[src/rtl/rxf_pkg.sv]
package rxf_pkg;
  typedef enum logic {
    LAYOUT_PARALLEL   = 1'b0,
    LAYOUT_INTERLEAVE = 1'b1
  } layout_e;

  typedef enum logic {
    CODE_TWOS   = 1'b0,
    CODE_OFFSET = 1'b1
  } coding_e;

  localparam int unsigned LANES = 3;  // incoming A, incoming B, held B
endpackage

[src/rtl/rxf_coder.sv]
module rxf_coder #(
  parameter int unsigned W = 12
) (
  input  logic [W-1:0] x,
  input  logic         offset,
  output logic [W-1:0] y
);
  function automatic logic [W-1:0] recode(input logic [W-1:0] v, input logic off);
    return {v[W-1] ^ off, v[W-2:0]};
  endfunction

  assign y = recode(x, offset);
endmodule

[src/rtl/rxf_pair_capture.sv]
module rxf_pair_capture #(
  parameter int unsigned W = 12
) (
  input  logic         clk,
  input  logic         rst_n,
  input  logic         in_valid,
  input  logic [W-1:0] in_b,
  input  logic         lay_interleave,
  input  logic         code_offset,
  output logic         take,
  output logic         emit_b,
  output logic [W-1:0] held_b,
  output logic         held_offset
);
  logic pend_b;

  assign emit_b = pend_b;
  assign take   = in_valid & ~pend_b;

  always_ff @(posedge clk) begin
    if (!rst_n) begin
      pend_b      <= 1'b0;
      held_b      <= '0;
      held_offset <= 1'b0;
    end else begin
      pend_b <= take & lay_interleave;
      if (take) begin
        held_b      <= in_b;
        held_offset <= code_offset;
      end
    end
  end
endmodule

[src/rtl/rxf_out_stage.sv]
module rxf_out_stage #(
  parameter int unsigned W = 12
) (
  input  logic         clk,
  input  logic         rst_n,
  input  logic         take,
  input  logic         emit_b,
  input  logic         interleave,
  input  logic [W-1:0] word_a,
  input  logic [W-1:0] word_b,
  input  logic [W-1:0] word_held,
  output logic [W-1:0] bus_a,
  output logic [W-1:0] bus_b,
  output logic         sync,
  output logic         data_ce
);
  always_ff @(posedge clk) begin
    if (!rst_n) begin
      bus_a   <= '0;
      bus_b   <= '0;
      sync    <= 1'b0;
      data_ce <= 1'b0;
    end else if (emit_b) begin
      bus_a   <= word_held;
      bus_b   <= '0;
      sync    <= 1'b0;
      data_ce <= 1'b1;
    end else if (take) begin
      bus_a   <= word_a;
      bus_b   <= interleave ? '0 : word_b;
      sync    <= interleave;
      data_ce <= 1'b1;
    end else begin
      sync    <= 1'b0;
      data_ce <= 1'b0;
    end
  end
endmodule

[src/rtl/rx_pair_formatter.sv]
module rx_pair_formatter #(
  parameter int unsigned W = 12
) (
  input  logic         clk,
  input  logic         rst_n,
  input  logic         in_valid,
  input  logic [W-1:0] in_a,
  input  logic [W-1:0] in_b,
  input  logic         lay_interleave,
  input  logic         code_offset,
  output logic [W-1:0] bus_a,
  output logic [W-1:0] bus_b,
  output logic         sync,
  output logic         data_ce
);
  import rxf_pkg::*;

  logic         take;
  logic         emit_b;
  logic [W-1:0] held_b;
  logic         held_offset;
  layout_e      layout;

  logic [W-1:0] lane_in  [LANES];
  logic         lane_off [LANES];
  logic [W-1:0] lane_out [LANES];

  assign layout = layout_e'(lay_interleave);

  rxf_pair_capture #(.W(W)) u_cap (
    .clk            (clk),
    .rst_n          (rst_n),
    .in_valid       (in_valid),
    .in_b           (in_b),
    .lay_interleave (lay_interleave),
    .code_offset    (code_offset),
    .take           (take),
    .emit_b         (emit_b),
    .held_b         (held_b),
    .held_offset    (held_offset)
  );

  assign lane_in[0]  = in_a;
  assign lane_off[0] = code_offset;
  assign lane_in[1]  = in_b;
  assign lane_off[1] = code_offset;
  assign lane_in[2]  = held_b;
  assign lane_off[2] = held_offset;

  for (genvar g = 0; g < LANES; g++) begin : g_lane
    rxf_coder #(.W(W)) u_coder (
      .x      (lane_in[g]),
      .offset (lane_off[g]),
      .y      (lane_out[g])
    );
  end

  rxf_out_stage #(.W(W)) u_out (
    .clk        (clk),
    .rst_n      (rst_n),
    .take       (take),
    .emit_b     (emit_b),
    .interleave (layout == LAYOUT_INTERLEAVE),
    .word_a     (lane_out[0]),
    .word_b     (lane_out[1]),
    .word_held  (lane_out[2]),
    .bus_a      (bus_a),
    .bus_b      (bus_b),
    .sync       (sync),
    .data_ce    (data_ce)
  );
endmodule

[config.mk]
export PLATFORM = sky130hd
export DESIGN_NAME = rx_pair_formatter
export DESIGN_NICKNAME = d
export VERILOG_FILES = /design/src/rtl/rxf_pkg.sv /design/src/rtl/rxf_coder.sv /design/src/rtl/rxf_pair_capture.sv /design/src/rtl/rxf_out_stage.sv /design/src/rtl/rx_pair_formatter.sv
export SDC_FILE = /design/constraint.sdc
export NUM_CORES = 1
export LEC_CHECK = 0
export BUFFER_PORTS_ARGS = -buffer_cell sky130_fd_sc_hd__buf_2
export CORE_ASPECT_RATIO = 0.9
export CORE_MARGIN = 2
export CORE_UTILIZATION = 40
export DETAILED_ROUTE_END_ITERATION = 16
export GPL_TIMING_DRIVEN = 0
export PLACE_DENSITY = 0.67
export SLEW_MARGIN = 25
export SYNTH_ARGS = -nofsm -noshare
export SYNTH_HDL_FRONTEND = slang
export SYNTH_SLANG_ARGS = --single-unit
[constraint.sdc]
create_clock -name clk -period 1.6 [get_ports clk]
set_input_delay 0.08 -clock clk [delete_from_list [all_inputs] [get_ports clk]]
set_output_delay 0.08 -clock clk [all_outputs]
set_load 0.05 [all_outputs]
==> results of run 1 <==
## state kept, by name (all words and copies together) (netlist names)
signal	count
u_cap.held_offset	1
u_out.bus_a	12
u_out.data_ce	1
u_cap.emit_b	1
u_cap.held_b	12
u_out.sync	1
u_out.bus_b	12
## worst max-delay path, stage by stage (launching register included)
cell,delay [ns]
dfxtp_1,0.43
inv_1,0.12
nand2_1,0.14
clkbuf_1,0.37
a21oi_1,0.08
## Yosys cell counts (all sizes together)
cell type and instances:
a211oi 1, xnor2 2, nor2 1, and2b 1
nand3b 11, inv 1, nand2 38, o21ai 13
o21a 1, and3 2, dfxtp 40, mux2i 11
buf 8, nand2b 1, a21boi 13, nor3b 1
a21oi 22, nor3 1, clkbuf 7, xor2 1
## kinds of logic after synthesis
logic type | count (synthesis) | share of synthesized area
mux | 11 | 0.0687
buf+inv | 16 | 0.0687
simple gates | 56 | 0.167
xor+xnor | 3 | 0.0164
compound gates | 50 | 0.180
flops | 40 | 0.500
## metal layers
layer  track usage  vias to the layer above
li1              -                      709
met1         0.217                      625
met2         0.256                       37
met3        0.0457                        2
met4        0.0495                        0
met5             0                        -
## path summary, 6_finish.rpt
path | startpoint | end | slack (ns) | depth (start not counted)
worst max-delay path | u_cap.emit_b | u_out.bus_b[9] | 0.33 | 4
worst min-delay path | in_b[8] | u_cap.held_b[8] | 0.05 | 3
worst max register to register | u_cap.emit_b | u_out.bus_b[9] | 0.33 | 4
worst min register to register | u_out.bus_b[0] | u_out.bus_b[0] | 0.45 | 2
## power breakdown
part	leakage, uW	internal [uW]	switching, uW
Sequential	0.000329	1050	26.9
Clock	0.0000503	384	320
Combinational	0.000529	134	264
## per-stage QoR
step	util	hold WS, ns
after floorplan	-	0.215
after global placement	0.508	0.349
after detailed placement	0.508	0.347
after CTS	0.533	0.0467
after global routing	0.533	0.0569
final	0.533	0.0525
## cell type report
cell class | instances | share of cell area
tap | 46 | 0.0285
clock buffer | 7 | 0.0478
buffer | 15 | 0.0527
inverter | 1 | 0.00186
timing repair buffer | 52 | 0.129
sequential | 40 | 0.397
multi-input combinational | 120 | 0.343
==> impl_results.md, run 1 <==
* Initial Util at 0.424
* Drt first pass iters at 4
* FP Rows at 21
* Met3 routed wirelength at 191 um
* Hold Path Class: in -> reg
* Hold_buf cts at 0
* Final Hold Viols at 0
* CP max FO at 10
* Final period util at 0.793
* DRT met1 WL at 1710 um
* H-tree depth at 2
* Chip width at 70.7 um
* DR vias at 1373
* Post-Synthesis Cell Area at 0.00160 sq mm
* Worst-path clk slew at 0.07 ns
* Status: finished, final reports clean
* Register area share after synthesis at 0.500
* Most common cell after layout, fill and taps aside: buf_2
* Slew @ Worst Pin at 0.494 ns
* Worst Clk Skew at 0.00543 ns
* Root buffer cell: clkbuf_8
* Pwr per Cell Area at 1080 mW/mm^2
* Number of global-route vias before repair at 1326
* Setup Crit Path Kind: reg -> reg
* Io pins at 55
* Peak VDD IR at 516 uV
* Clk sinks at 40
* CP arrival at 1.42 ns
* Achievable Freq at 788 MHz
* Detailed Route WL at 3480 um
* Largest net degree at the start of global routing at 12
* Post-Synthesis Cells at 176
* Largest area contributor in the netlist: dfxtp_1
* Clk Latency, worst-skew pair at 0.28 ns
* Initial DRC Count at 44
* Fill count at 388
* Core area at 0.00378 sq mm
* Fin area at 0.00202 sq mm
* Initial antenna violation count at 0
* Final min period at 1.27 ns
* WP data required at 1.75 ns
* Max-slew violations at 0
* Share of cells above drive strength 1 at 0.285
* Syn Nets at 205
* Die height at 64.1 um
* Port Buf Inserts at 52
* Synth cell types at 24
* Yosys Warn Count at 0
* Area occupied by multi-input gates at 692 sq um
* Dpl ws at 0.335 ns
* Share of the synthesized area in the top cell type at 0.500
* Postcts setup bufs at 0
* RSZ-0062 raised after global routing: false
* DPL Wire Length at 2630 um
* Ranking of synthesized cells by area: dfxtp_1 (50%), nand2_1 (8.9%), a21oi_1 (6.9%)
* Synth Area per Inst at 9.11 sq um
* Die area at 0.00453 sq mm
* Final worst setup slack at 0.331 ns
* Fin nets at 264
* Startpoint Class: register
* Crit. End Element: register
* Met2 Wirelength at 1560 um
* Total GRT Usage at 0.163
* GPL Wtd Cong at 0.759
* DP Cell Count at 274
* Clock tree buffer depth at 2
* CTS tree: done
* Setup TNS at 0 ns
* Max-cap viol count at 0
* CTS Buf Count at 5
* Register area at 801 sq um
* Worst slew margin at 0.670
* Most frequent cells in the layout: buf_2 (53), dfxtp_1 (40), nand2_1 (38), a21oi_1 (22), o21ai_0 (13)
* Vias/cell at 4.89
* Tot Pwr at 2180 uW
* Area delta synth->final at 25.8%
* Placed Instance Area at 0.00192 sq mm
* Global-route wire length before repair at 5900 um
* Final setup violation count at 0
* Uppermost layer routed: met4
* Drt wl/cell at 12.4 um
* CTS resizes at 0
* Post-DRT Antenna Nets at 0
* Leak at 0.000908 uW
* Non-filler instance count after layout at 281
* Drt drc at 0
* GRT Residual Overflow at 0
* # diodes at 0
* Synth Register Bits at 40
Power figures use the tool's default switching activity.
==> run 2, diff against run 1 <==
PLACE_DENSITY = 0.7   (was 0.67)
clock period = 1.05 ns   (was 1.6 ns; I/O delays follow)
==> impl_results.md, run 2 (synthesized netlist as in run 1, its figures left out) <==
* Worst Clk Skew at 0.00495 ns
* Final period util at 1.08
* Tot Pwr at 3670 uW
* Die height at 64.1 um
* Total GRT Usage at 0.168
* DPL Wire Length at 2560 um
* Root buffer cell: clkbuf_8
* Hold WS at 0.00645 ns
* Die area at 0.00453 sq mm
* Vias/cell at 4.79
* Combinational power share at 0.183
* Share of cells above drive strength 1 at 0.329
* Achievable Freq at 885 MHz
* Clk Latency, worst-skew pair at 0.29 ns
* # diodes at 0
* Area occupied by multi-input gates at 701 sq um
* Crit. End Element: register
* Slew @ Worst Pin at 0.384 ns
* Clk sinks at 40
* Drt first pass iters at 4
* Detailed Route WL at 3760 um
* Final min period at 1.13 ns
* Final worst setup slack at -0.0797 ns
* Top flop regs: u_cap.held_b (12), u_out.bus_a (12), u_out.bus_b (12)
* Core area at 0.00378 sq mm
* Fin area at 0.00217 sq mm
* Number of global-route vias before repair at 1309
* Startpoint Class: register
* GPL Wtd Cong at 0.734
* Failing checks: negative setup slack
* Final Hold Viols at 0
* Worst-path clk slew at 0.08 ns
* WP data required at 1.27 ns
* Largest net degree at the start of global routing at 13
* Initial antenna violation count at 0
* Chip width at 70.7 um
* Fin nets at 271
* GRT Residual Overflow at 0
* Internal at 2690 uW
* CP cell instances: and2b_1 > buf_6 > buf_4 > o21ai_0 > nor3b_1
* Slowest stage cell, crit path: dfxtp_4
* Io pins at 55
* Drt wl/cell at 13.0 um
* CP arrival at 1.35 ns
* Register area at 805 sq um
* Worst slew margin at 0.744
* Clock Power Share at 0.369
* Final setup violation count at 17
* Most common cell after layout, fill and taps aside: buf_2
* Setup Crit Path Kind: reg -> reg
* CTS tree: done
* Clock tree buffer depth at 2
* Pwr per Cell Area at 1690 mW/mm^2
* RSZ-0062 raised after global routing: true
* Setup TNS at -0.531 ns
* H-tree depth at 2
* Post-DRT Antenna Nets at 0
* Max-cap viol count at 0
* Leak at 0.000988 uW
* DR vias at 1383
* Initial Util at 0.424
* Max-slew violations at 0
* Global-route wire length before repair at 5910 um
* Fill count at 362
* Peak VDD IR at 821 uV
* Most frequent cells in the layout: buf_2 (53), dfxtp_1 (39), nand2_1 (38), a21oi_1 (21), a21boi_1 (13)
* Drt drc at 0
* Area delta synth->final at 35.6%
* Sequential share of power at 0.448
* Sw frac at 0.266
* Placed Instance Area at 0.00192 sq mm
* Sw Pwr at 978 uW
* Dpl ws at -0.131 ns
* CTS Buf Count at 5
* CP peak stage delay at 0.36 ns
* Initial DRC Count at 54
* Hold Path Class: in -> reg
* Port Buf Inserts at 52
* FP Rows at 21
* CP max FO at 7
* Status: complete, but fails checks
## run 2: changes by cell type in the layout (fill, tap and decap cells not counted), sizes merged
cell / change
dlygate4sd3: +1
bufinv: +1
buf: +6
## run 2: layout make-up
class / instances / share of cell area
Clock inverter: 1 / 0.0138
Buffer: 15 / 0.0599
Clock buffer: 7 / 0.0443
Timing Repair Buffer: 59 / 0.161
Inverter: 1 / 0.00173
Sequential cell: 40 / 0.370
Tap cell: 46 / 0.0265
Multi-Input combinational cell: 120 / 0.322
## run 2: worst paths after layout
check / start / endpoint / slack [ns] / depth (start not counted)
worst max-delay path: u_cap.emit_b / u_out.bus_b[11] / -0.08 / 5
worst max register to register: u_cap.emit_b / u_out.bus_b[11] / -0.08 / 5
worst min-delay path: in_b[10] / u_cap.held_b[10] / 0.006 / 3
worst min register to register: u_cap.held_b[6] / u_cap.held_b[6] / 0.45 / 2
## run 2: metrics by stage
step,util,std cells
after floorplan,-,176
after global placement,0.508,274
after detailed placement,0.508,274
after CTS,0.553,286
after global routing,0.574,289
final,0.574,289
## run 2: per-layer routing
layer  wire (um)  vias to the layer above  global-route usage
met3         201                        2              0.0615
met4          23                        0              0.0566
met1        1780                      615               0.216
li1            -                      727                   -
met5           0                        -                   0
met2        1760                       39               0.261
## run 2: power groups by stage
stage / sequential (uW) / clock, uW / combinational (uW)
6_report: 1650 / 1360 / 671
5_1_grt: 1660 / 1460 / 724
4_1_cts: 1650 / 1390 / 631
3_5_place_dp: 1680 / 0 / 611
3_3_place_gp: 1680 / 0 / 606
2_1_floorplan: 1880 / 0 / 236
## run 2: critical path: cells and delay by family (launching register included)
kind                   cells  cell delay [ns]
buffers and inverters      2             0.27
AND/OR/NAND/NOR            2             0.37
AO/OA/AOI/OAI              1             0.05
flip-flops                 1             0.36
## run 2: what timing repair did
item | CTS | global route
hold buffers | 1 | 0
endpoints found under the hold margin | 1 | 0
gates cloned | 0 | 2
endpoints found under the setup margin | 32 | 35
pin swaps | 1 | 9
gates resized for setup | 7 | 14
setup buffers | 3 | 1
==> run 3, diff against run 2 <==
SETUP_SLACK_MARGIN = 0.3   (was not set)
==> impl_results.md, run 3 (synthesized netlist as in run 1, its figures left out) <==
* Detailed Route WL at 4060 um
* Worst Clk Skew at 0.00488 ns
* Final setup violation count at 14
* CP max FO at 10
* Failing checks: negative setup slack
* WP data required at 1.28 ns
* DR vias at 1420
* Met3 GRT Util at 0.0552
* GPL Wtd Cong at 0.793
* Worst slew margin at 0.780
* Drt drc at 0
* Met2 usage at 0.293
* Final worst setup slack at -0.0625 ns
* Total GRT Usage at 0.188
* Top flop regs: u_cap.held_b (12), u_out.bus_a (12), u_out.bus_b (12)
* Root buffer cell: clkbuf_8
* FP Rows at 21
* Die area at 0.00453 sq mm
* Clk sinks at 40
* Largest net degree at the start of global routing at 14
* Worst Hold Launch: in_b[7]
* Setup TNS at -0.492 ns
* Fin nets at 274
* Global-route wire length before repair at 6600 um
* Final Hold Viols at 0
* Core area at 0.00378 sq mm
* Clk Latency, worst-skew pair at 0.30 ns
* Setup Crit Path Kind: reg -> reg
* Status: complete, but fails checks
* Drt first pass iters at 4
* Final min period at 1.11 ns
* CTS tree: done
* Most frequent cells in the layout: nand2_1 (32), buf_8 (28), buf_2 (26), dfxtp_2 (24), a21oi_1 (18)
* Reg-to-reg startpoint: u_cap.emit_b
* Port Buf Inserts at 52
* Slew @ Worst Pin at 0.329 ns
* GRT Residual Overflow at 0
* Routing usage on met1 at 0.238
* H-tree depth at 2
* Initial antenna violation count at 0
* Hold WS at 0.0169 ns
* Fin util at 0.676
* Clock tree buffer depth at 2
* Initial Util at 0.424
* RSZ-0062 raised after global routing: true
* Leak at 0.00109 uW
* Share of cells above drive strength 1 at 0.480
* Achievable Freq at 899 MHz
* Most common cell after layout, fill and taps aside: nand2_1
* Crit. End Element: register
* Area delta synth->final at 59.5%
* # diodes at 0
* Initial DRC Count at 58
* GR peak layer: met2
* Startpoint Class: register
* Peak VDD IR at 1020 uV
* Pwr per Cell Area at 1620 mW/mm^2
* Post-DRT Antenna Nets at 0
* Max-slew violations at 0
* DPL Wire Length at 2650 um
* Final period util at 1.06
* Drt wl/cell at 13.9 um
* Io pins at 55
* CP arrival at 1.34 ns
* Worst-path clk slew at 0.08 ns
* Vias/cell at 4.86
* CTS Buf Count at 5
* Number of global-route vias before repair at 1391
* Die height at 64.1 um
* Chip width at 70.7 um
* Hold Path Class: in -> reg
* Critical path launch point: u_cap.emit_b
* Max-cap viol count at 0
==> run 3: power breakdown <==
part	internal, uW	switching [uW]	total, uW
combinational	371	438	808
clock	1090	550	1640
sequential	1620	66.1	1680
==> run 3: path summary, 6_finish.rpt <==
path,cells past startpoint,slack [ns],to
max,5,-0.06,u_out.bus_b[5]
min,3,0.02,u_cap.held_b[7]
max reg2reg,5,-0.06,u_out.bus_b[5]
min reg2reg,2,0.46,u_cap.held_b[7]
==> run 3: what timing repair did <==
item                                   in CTS  in global routing
hold buffers                                4                  0
setup buffers                               3                  3
endpoints found under the hold margin       4                  0
cloned                                      0                  0
pin swaps                                   5                  3
gates resized for setup                   102                 18
setup endpoints to repair                  65                 66
==> run 3: critical path, cell delays in order (launching register included) <==
cell	delay, ns
dfxtp_4	0.35
and2b_1	0.20
buf_6	0.13
buf_8	0.13
nand3b_1	0.11
a21oi_2	0.13
==> run 3: cell type report <==
type	count	area, sq um
plain buffers	15	141
clock buffers	6	93.8
clock inverters	2	60.1
fillers	309	1230
inverters	1	3.75
multi-input cells	120	739
flip-flops and latches	40	842
well taps	46	57.6
repair buffers	62	618
==> run 3: metal layers <==
layer	up-vias	routed length [um]
met5	-	0
met4	0	46
met3	5	293
met2	54	1880
met1	630	1830
li1	731	-
==> run 3: through the flow <==
step                      cells  setup slack, ns  cell area [sq um]  total power [uW]
after floorplan             176          0.00614               1650              2140
after detailed placement    274           -0.167               1970              2310
after global routing        292           -0.126               2560              4310
final                       292          -0.0625               2560              4130
after CTS                   289          -0.0452               2490              4130
after global placement      274           -0.171               1970              2300
